`src/rtl/dsp_pkg.sv`:
```
package dsp_pkg;
    typedef enum logic [0:0] {
        ST_READY   = 1'b0,
        ST_SENDING = 1'b1
    } port_state_t;
endpackage

```
`src/rtl/dsp_decode.sv`:
```
module dsp_decode #(
    parameter int          ADDR_W    = 16,
    parameter int          DATA_W    = 16,
    parameter int          CHAR_W    = 8,
    parameter int          READY_BIT = 15,
    parameter int          IE_BIT    = 14,
    parameter logic [15:0] STAT_ADDR = 16'hFE04,
    parameter logic [15:0] DATA_ADDR = 16'hFE06
) (
    input  logic [ADDR_W-1:0] bus_addr,
    input  logic              bus_wr,
    input  logic              bus_rd,
    input  logic              ready,
    input  logic              ie,
    input  logic [CHAR_W-1:0] char_q,
    output logic              stat_wr,
    output logic              data_wr,
    output logic [DATA_W-1:0] rdata
);
    localparam logic [ADDR_W-1:0] STAT_A = ADDR_W'(STAT_ADDR);
    localparam logic [ADDR_W-1:0] DATA_A = ADDR_W'(DATA_ADDR);

    logic hit_stat;
    logic hit_data;

    assign hit_stat = (bus_addr == STAT_A);
    assign hit_data = (bus_addr == DATA_A);
    assign stat_wr  = bus_wr && hit_stat;
    assign data_wr  = bus_wr && hit_data;

    always_comb begin
        rdata = '0;
        if (bus_rd && hit_stat) begin
            rdata[READY_BIT] = ready;
            rdata[IE_BIT]    = ie;
        end else if (bus_rd && hit_data) begin
            rdata[CHAR_W-1:0] = char_q;
        end
    end

    // only one of the two registers can be selected at a time
    always_comb begin
        assert_one_hit_R9: assert (!(hit_stat && hit_data));
    end
endmodule

```
`src/rtl/dsp_fsm.sv`:
```
module dsp_fsm
    import dsp_pkg::*;
(
    input  logic clk,
    input  logic rst_n,
    input  logic data_wr,
    input  logic sink_done,
    output logic ready,
    output logic load,
    output logic out_valid
);
    port_state_t state_q;
    port_state_t state_d;

    always_ff @(posedge clk or negedge rst_n) begin
        if (!rst_n) state_q <= ST_READY;
        else        state_q <= state_d;
    end

    always_comb begin
        state_d = state_q;
        unique case (state_q)
            ST_READY:   if (data_wr)   state_d = ST_SENDING; // ACCEPT
            ST_SENDING: if (sink_done) state_d = ST_READY;   // FINISH
            default:                   state_d = ST_READY;
        endcase
    end

    always_comb begin
        ready     = 1'b0;
        load      = 1'b0;
        out_valid = 1'b0;
        unique case (state_q)
            ST_READY: begin
                ready = 1'b1;
                load  = data_wr;
            end
            ST_SENDING: out_valid = 1'b1;
            default: ;
        endcase
    end

    assert_accept_R2: assert property (@(posedge clk) disable iff (!rst_n)
        (ready && data_wr) |=> out_valid);
    assert_finish_R4: assert property (@(posedge clk) disable iff (!rst_n)
        (out_valid && sink_done) |=> (ready && !out_valid));
    assert_idle_done_R5: assert property (@(posedge clk) disable iff (!rst_n)
        (ready && !data_wr) |=> ready);
    assert_hold_valid_R10: assert property (@(posedge clk) disable iff (!rst_n)
        (out_valid && !sink_done) |=> out_valid);
endmodule

```
`src/rtl/dsp_regs.sv`:
```
module dsp_regs #(
    parameter int CHAR_W = 8
) (
    input  logic              clk,
    input  logic              rst_n,
    input  logic              load,
    input  logic              stat_wr,
    input  logic [CHAR_W-1:0] wchar,
    input  logic              wie,
    output logic [CHAR_W-1:0] char_q,
    output logic              ie_q
);
    always_ff @(posedge clk or negedge rst_n) begin
        if (!rst_n)    char_q <= '0;
        else if (load) char_q <= wchar;
    end

    always_ff @(posedge clk or negedge rst_n) begin
        if (!rst_n)       ie_q <= 1'b0;
        else if (stat_wr) ie_q <= wie;
    end

    assert_ie_write_R6: assert property (@(posedge clk) disable iff (!rst_n)
        stat_wr |=> (ie_q == $past(wie)));
endmodule

```
`src/rtl/dsp_out_port.sv`:
```
module dsp_out_port #(
    parameter int          ADDR_W    = 16,
    parameter int          DATA_W    = 16,
    parameter int          CHAR_W    = 8,
    parameter int          READY_BIT = 15,
    parameter int          IE_BIT    = 14,
    parameter logic [15:0] STAT_ADDR = 16'hFE04,
    parameter logic [15:0] DATA_ADDR = 16'hFE06
) (
    input  logic              clk,
    input  logic              rst_n,
    input  logic [ADDR_W-1:0] bus_addr,
    input  logic              bus_wr,
    input  logic              bus_rd,
    input  logic [DATA_W-1:0] bus_wdata,
    output logic [DATA_W-1:0] bus_rdata,
    output logic              out_valid,
    output logic [CHAR_W-1:0] out_char,
    input  logic              sink_done,
    output logic              irq
);
    logic              ready;
    logic              load;
    logic              stat_wr;
    logic              data_wr;
    logic              ie_q;
    logic [CHAR_W-1:0] char_q;
    logic              unused_wdata;

    assign unused_wdata = ^bus_wdata;

    dsp_decode #(
        .ADDR_W(ADDR_W), .DATA_W(DATA_W), .CHAR_W(CHAR_W),
        .READY_BIT(READY_BIT), .IE_BIT(IE_BIT),
        .STAT_ADDR(STAT_ADDR), .DATA_ADDR(DATA_ADDR)
    ) u_decode (
        .bus_addr(bus_addr), .bus_wr(bus_wr), .bus_rd(bus_rd),
        .ready(ready), .ie(ie_q), .char_q(char_q),
        .stat_wr(stat_wr), .data_wr(data_wr), .rdata(bus_rdata)
    );

    dsp_fsm u_fsm (
        .clk(clk), .rst_n(rst_n), .data_wr(data_wr), .sink_done(sink_done),
        .ready(ready), .load(load), .out_valid(out_valid)
    );

    dsp_regs #(.CHAR_W(CHAR_W)) u_regs (
        .clk(clk), .rst_n(rst_n), .load(load), .stat_wr(stat_wr),
        .wchar(bus_wdata[CHAR_W-1:0]), .wie(bus_wdata[IE_BIT]),
        .char_q(char_q), .ie_q(ie_q)
    );

    assign out_char = char_q;
    assign irq      = ready && ie_q;

    assert_drop_R3: assert property (@(posedge clk) disable iff (!rst_n)
        (out_valid && data_wr) |=> $stable(out_char));
    assert_no_irq_busy_R7: assert property (@(posedge clk) disable iff (!rst_n)
        irq |-> !out_valid);
    assert_char_stable_R10: assert property (@(posedge clk) disable iff (!rst_n)
        (out_valid && !sink_done) |=> $stable(out_char));
endmodule

```
`config.mk`:
```
export PLATFORM = sky130hd
export DESIGN_NAME = dsp_out_port
export DESIGN_NICKNAME = d
export VERILOG_FILES = /design/src/rtl/dsp_pkg.sv /design/src/rtl/dsp_decode.sv /design/src/rtl/dsp_fsm.sv /design/src/rtl/dsp_regs.sv /design/src/rtl/dsp_out_port.sv
export SDC_FILE = /design/constraint.sdc
export NUM_CORES = 1
export LEC_CHECK = 0
export ABC_AREA = 1
export CAP_MARGIN = 30
export CELL_PAD_IN_SITES_DETAIL_PLACEMENT = 2
export CELL_PAD_IN_SITES_GLOBAL_PLACEMENT = 2
export CORE_ASPECT_RATIO = 1.5
export CORE_MARGIN = 3
export CORE_UTILIZATION = 13
export CTS_CLUSTER_DIAMETER = 150
export DETAILED_ROUTE_END_ITERATION = 10
export PLACE_DENSITY_LB_ADDON = 0.1
export RECOVER_POWER = 100
export SLEW_MARGIN = 20
export SYNTH_ARGS = -nofsm -noshare
export SYNTH_HDL_FRONTEND = slang
export SYNTH_HIERARCHICAL = 1
export SYNTH_SLANG_ARGS = --single-unit
```
`constraint.sdc`:
```
create_clock -name clk -period 1.4 [get_ports clk]
set_clock_uncertainty 0.15 [all_clocks]
set_input_delay 0.14 -clock clk [delete_from_list [all_inputs] [get_ports clk]]
set_output_delay 0.14 -clock clk [all_outputs]
set_load 0.02 [all_outputs]
```
Yosys cells after proc, flatten, opt, wreduce, memory -nomap -nowiden:

Cells that the tools add are included.

* bitwise gates (word level): 1
* muxes and demuxes: 9
* eq/ne operators: 2
* reduce and logical (&&, ||, !) cells: 5

Operators with widths (number)
* == test 16 bit, second input constant: 2
* two-way mux 8 bit: 2
* logical AND 1 bit: 5
* two-way mux 1 bit: 5
* two-way mux 2 bit: 1
* case mux 1 bit (2 select lines): 1
* NOT 1 bit: 1

* output and inout port bits: 26
* register bits after elaboration: 10
* logic and storage cells: 20
* input bits: 37

Logic depth before layout (Yosys ltp):

* word-level depth: 4
* depth in mapped cells: 12
* depth with buffers taken out: 11

Cells and area by module:

The synthesis kept the hierarchy.

By module, submodules not included
* dsp_regs: seq. area each 225.2 um^2, area an instance 345.3 um^2, cells each 39, times used 1
* dsp_decode: seq. area each 0.0 um^2, area an instance 262.8 um^2, cells each 54, times used 1
* dsp_fsm: seq. area each 25.0 um^2, area an instance 52.6 um^2, cells each 7, times used 1
* dsp_out_port: seq. area each 0.0 um^2, area an instance 7.5 um^2, cells each 2, times used 1

Worst setup path after synthesis:

No wires, ideal clock.

* path kind: input to register
* from: input bus_addr[7]
* to: register u_regs.char_q[0]
* setup time: 117 ps
* arrival time: 1007 ps
* data required time: 1133 ps
* path buffers: 1
* slack: 126 ps
* stages on the path: 11
* cell sequence: nor2_1 nand2_1 nor2_4 nand2_1 nor2_1 nand2_2 inv_1 buf_6 inv_2 nand2_1 nand2_1

* cells in the longest elaborated chain, start to end: 3

Ends and longest elaborated chain
* start, declared: RTL line dsp_out_port.sv:12 `input logic [ADDR_W-1:0] bus_addr,`
* == test 16 bit: RTL line dsp_decode.sv:27 `assign hit_data = (bus_addr == DATA_A);`
* logical AND 1 bit: RTL line dsp_decode.sv:29 `assign data_wr = bus_wr && hit_data;`
* via data_wr: RTL line dsp_out_port.sv:25 `logic data_wr;`
* two-way mux 1 bit: RTL line dsp_fsm.sv:33 `unique case (state_q)`
* via load: RTL line dsp_out_port.sv:23 `logic load;`
* end signal, assigned: RTL line dsp_regs.sv:15 `else if (load) char_q <= wchar;`
* end, declared: RTL line dsp_regs.sv:10 `output logic [CHAR_W-1:0] char_q,`

The timed path passes the listed nets, and every way through them passes these cells.
A chain may end at the register's enable or synchronous reset.

Worst setup path after layout:

* from: register u_fsm.state_q
* to: output out_valid

* cells in the longest elaborated chain, start to end: 1

Ends and longest elaborated chain
* start, declared: RTL line dsp_fsm.sv:12 `port_state_t state_q;`
* start signal, assigned: RTL line dsp_fsm.sv:17 `else state_q <= state_d;`
* two-way mux 1 bit: RTL line dsp_fsm.sv:33
* end, declared: RTL line dsp_out_port.sv:17 `output logic out_valid,`

No other way between the ends.

==> results.md <==
| Parameter | Value | Unit |
|---|---|---|
| Outcome | complete, no violations | - |
| Total routing resource utilization after global routing | 9.685 | % |
| Via total after detailed routing | 845 | - |
| Number of antenna violations at the first check in global routing | 0 | - |
| Number of standard-cell rows in the floorplan | 31 | - |
| Area added between synthesis and finish | 108.8 | % |
| Critical path required time | 1.11 | ns |
| Final estimated routing congestion in global placement | 0.6132 | - |
| Number of nets with antenna violations after routing | 0 | - |
| Std-Cell Core Area | 4887 | um2 |
| Number of failing hold endpoints at the final stage | 0 | - |
| Number of synthesis warnings | 6 | - |
| Source of the worst register-to-register timing path | u_fsm/state_q | - |
| Worst-skew pair later-pin latency | 0.23 | ns |
| Critical path class | reg2out | - |
| Worst-case register-to-register setup slack | 0.22 | ns |
| Count of placed standard cells in the final layout, fillers left out | 235 | - |
| Util after Layout | 28.55 | % |
| Fmax achieved | 734.7 | MHz |
| Pwr/cell area | 498.3 | nW/um2 |
| Cell count after placement | 229 | - |
| DRC errors left | 0 | - |
| Max-slew violation count | 0 | - |
| Maximum level of the CTS H-tree | 1 | - |
| Area of all sequential standard cells | 250.2 | um2 |
| Maximum net fanout on the critical path | 2 | - |
| Total number of clock tree sinks | 10 | - |
| Total grt overflow | 0 | - |
| HPWL Detailed | 2.224 | mm |
| Synthesized netlist cell count | 102 | - |
| Worst reg2reg endpoint | u_regs/char_q[3] | - |
| Actual slew at the worst max-slew pin | 0.5088 | ns |
| Share of the yosys chip area belonging to registers | 37.45 | % |
| ANT cells | 0 | - |
| Cells on worst reg2reg path | 7 | - |
| Max capacitance violation total | 0 | - |
| Number of buffers added on ports | 49 | - |
| Die span in y | 93.81 | um |
| Via count of the first global-routing pass | 994 | - |
| Total standard cell area after synthesis | 668.1 | um2 |
| Final critical-path required period | 1.361 | ns |
| Root buffer cell | clkbuf_8 | - |
| Number of DRC violations after detailed-routing iteration 0 | 5 | - |
| Avg Synthesized Cell Area | 6.550 | um2 |
| Detailed Routing Iterations Pass 1 | 2 | - |
| Layout net count | 208 | - |
| Routed WL per cell | 11.31 | um |
| Period utilisation layout | 97.22 | % |
| Width of the chip | 64.54 | um |
| Worst setup timing slack at the placement stage | -0.8166 | ns |
| CTS tree | built | - |
| TritonCTS Buffers | 3 | - |
| Area used by multi-input combinational logic | 399.1 | um2 |
| Effective utilization at floorplan | 13.67 | % |
| Yosys top cell by area | dfrtp_1 | - |
| Wirelength, routed | 2.659 | mm |
| Portion of synthesized cell area occupied by the leading cell type | 37.45 | % |
| Seq cells post-synth | 10 | - |
| Fraction of final layout cells sized beyond drive strength 1 | 43.79 | % |
| Worst hold path class | in2async | - |
| Arrival time worst endpoint | 1.07 | ns |
| Worst path setup slack after routing | 0.03894 | ns |
| Hold Slack | 0.1661 | ns |
| Critical path launch point type | flip-flop | - |
| Standby leakage power | 0.7285 | nW |
| Worst-path clk slew | 0.05 | ns |
| Library cells used by synthesis | 14 | - |
| Type of element capturing the critical path | output pin | - |
| Setup violators final | 0 | - |
| IR drop worst, VDD | 0.3290 | mV |
| Fillers | 639 | - |
| Number of primary I/O pins | 63 | - |
| Vias per cell | 3.596 | - |
| Main area contributors after synthesis | dfrtp_1, nand2_1, inv_1, nor2_1, buf_4 | - |
| Area of the die | 6054 | um2 |
| First-pass GRT wire length | 4.609 | mm |
| Clk buf depth | 2 | - |
| Pin count of the biggest net entering global routing | 11 | - |
| Rel. slew slack | 65.97 | % |
per-stage QoR:
step	TNS, ns	area [um2]	power (mW)
CTS	-0.08673	1309	0.7075
global placement	-11.18	1309	0.4151
finish	0	1395	0.6952
detailed placement	-12.22	1309	0.4179
floorplan	0	686.9	0.3352
global route	-0.07418	1395	0.7372
cells in the final DEF (no fill, tap or decap):
| master | count |
|---|---|
| nand3_1 | 1 |
| conb_1 | 6 |
| clkdlybuf4s50_1 | 11 |
| inv_2 | 4 |
| nand4_1 | 1 |
| dfrtp_1 | 10 |
| inv_1 | 15 |
| clkbuf_8 | 3 |
| dlygate4sd3_1 | 1 |
| nand3_4 | 1 |
| nor2_2 | 4 |
| clkbuf_2 | 1 |
| buf_2 | 14 |
| dlygate4sd2_1 | 10 |
| nand2_1 | 36 |
| buf_4 | 18 |
| nand2_2 | 6 |
| nor2_4 | 12 |
| nor2_1 | 4 |
| buf_12 | 1 |
| buf_6 | 10 |
synthesized netlist by cell type:
library cell,n
buf_4,6
buf_6,1
conb_1,1
dfrtp_1,10
inv_1,17
inv_2,2
nand2_1,40
nand2_2,2
nand3_1,1
nand3_4,1
nand4_1,1
nor2_1,16
nor2_2,2
nor2_4,2
kinds of logic (layout without fill, tap and decap cells):
| group | count (synthesis) | in the layout | synth area share (%) |
|---|---|---|---|
| flops | 10 | 10 | 37.45 |
| other cells | 1 | 6 | 0.5613 |
| simple gates | 65 | 65 | 42.88 |
| buf+inv | 26 | 88 | 19.10 |
per-layer routing:
metal	part of all wire [%]	global-route usage, %
met1	36	10.21
met2	55	18.02
met3	7.5	2.156
met4	1.5	4.233
met5	0	0
critical path, stage by stage (launching register included):
cell,delay (ns)
dfrtp_1,0.39
buf_4,0.14
dlygate4sd2_1,0.31
timing repair:
| item | in CTS | in global routing |
|---|---|---|
| resized for setup | 134 | 17 |
| hold buffers | 0 | 0 |
| buffers inserted | 1 | 2 |
| pin swaps | 18 | 11 |
| endpoints found under the setup margin | 30 | 19 |
| endpoints found under the hold margin | 0 | 0 |
sequential cells by signal, indices dropped and copies added (netlist names):
| name | flops |
|---|---|
| u_regs/char_q | 8 |
| u_regs/ie_q | 1 |
| u_fsm/state_q | 1 |
where the power goes:
group          total [mW]  switching (mW)  internal [mW]
Combinational       0.111          0.0505         0.0607
Clock               0.294           0.106          0.188
Sequential          0.290       0.0000535          0.290
how the worst max path moves through the flow:
stage	start	cells after the start	endpoint
after global placement	bus_addr[13]	8	bus_rdata[0]
after detailed placement	bus_addr[2]	8	bus_rdata[3]
after floorplan	bus_addr[7]	11	u_regs/char_q[0]
after CTS	bus_addr[8]	7	bus_rdata[4]
final	u_fsm/state_q	2	out_valid
after global routing	bus_addr[14]	9	bus_rdata[2]
cell type report:
type,count,share of cell area [%]
Inverter,19,5.112
Multi-Input combinational cell,71,28.61
Timing Repair Buffer,66,39.46
Sequential cell,10,17.94
Tap cell,66,5.919
Clock buffer,3,2.960
Note: power is estimated with default switching activity, not from simulation.
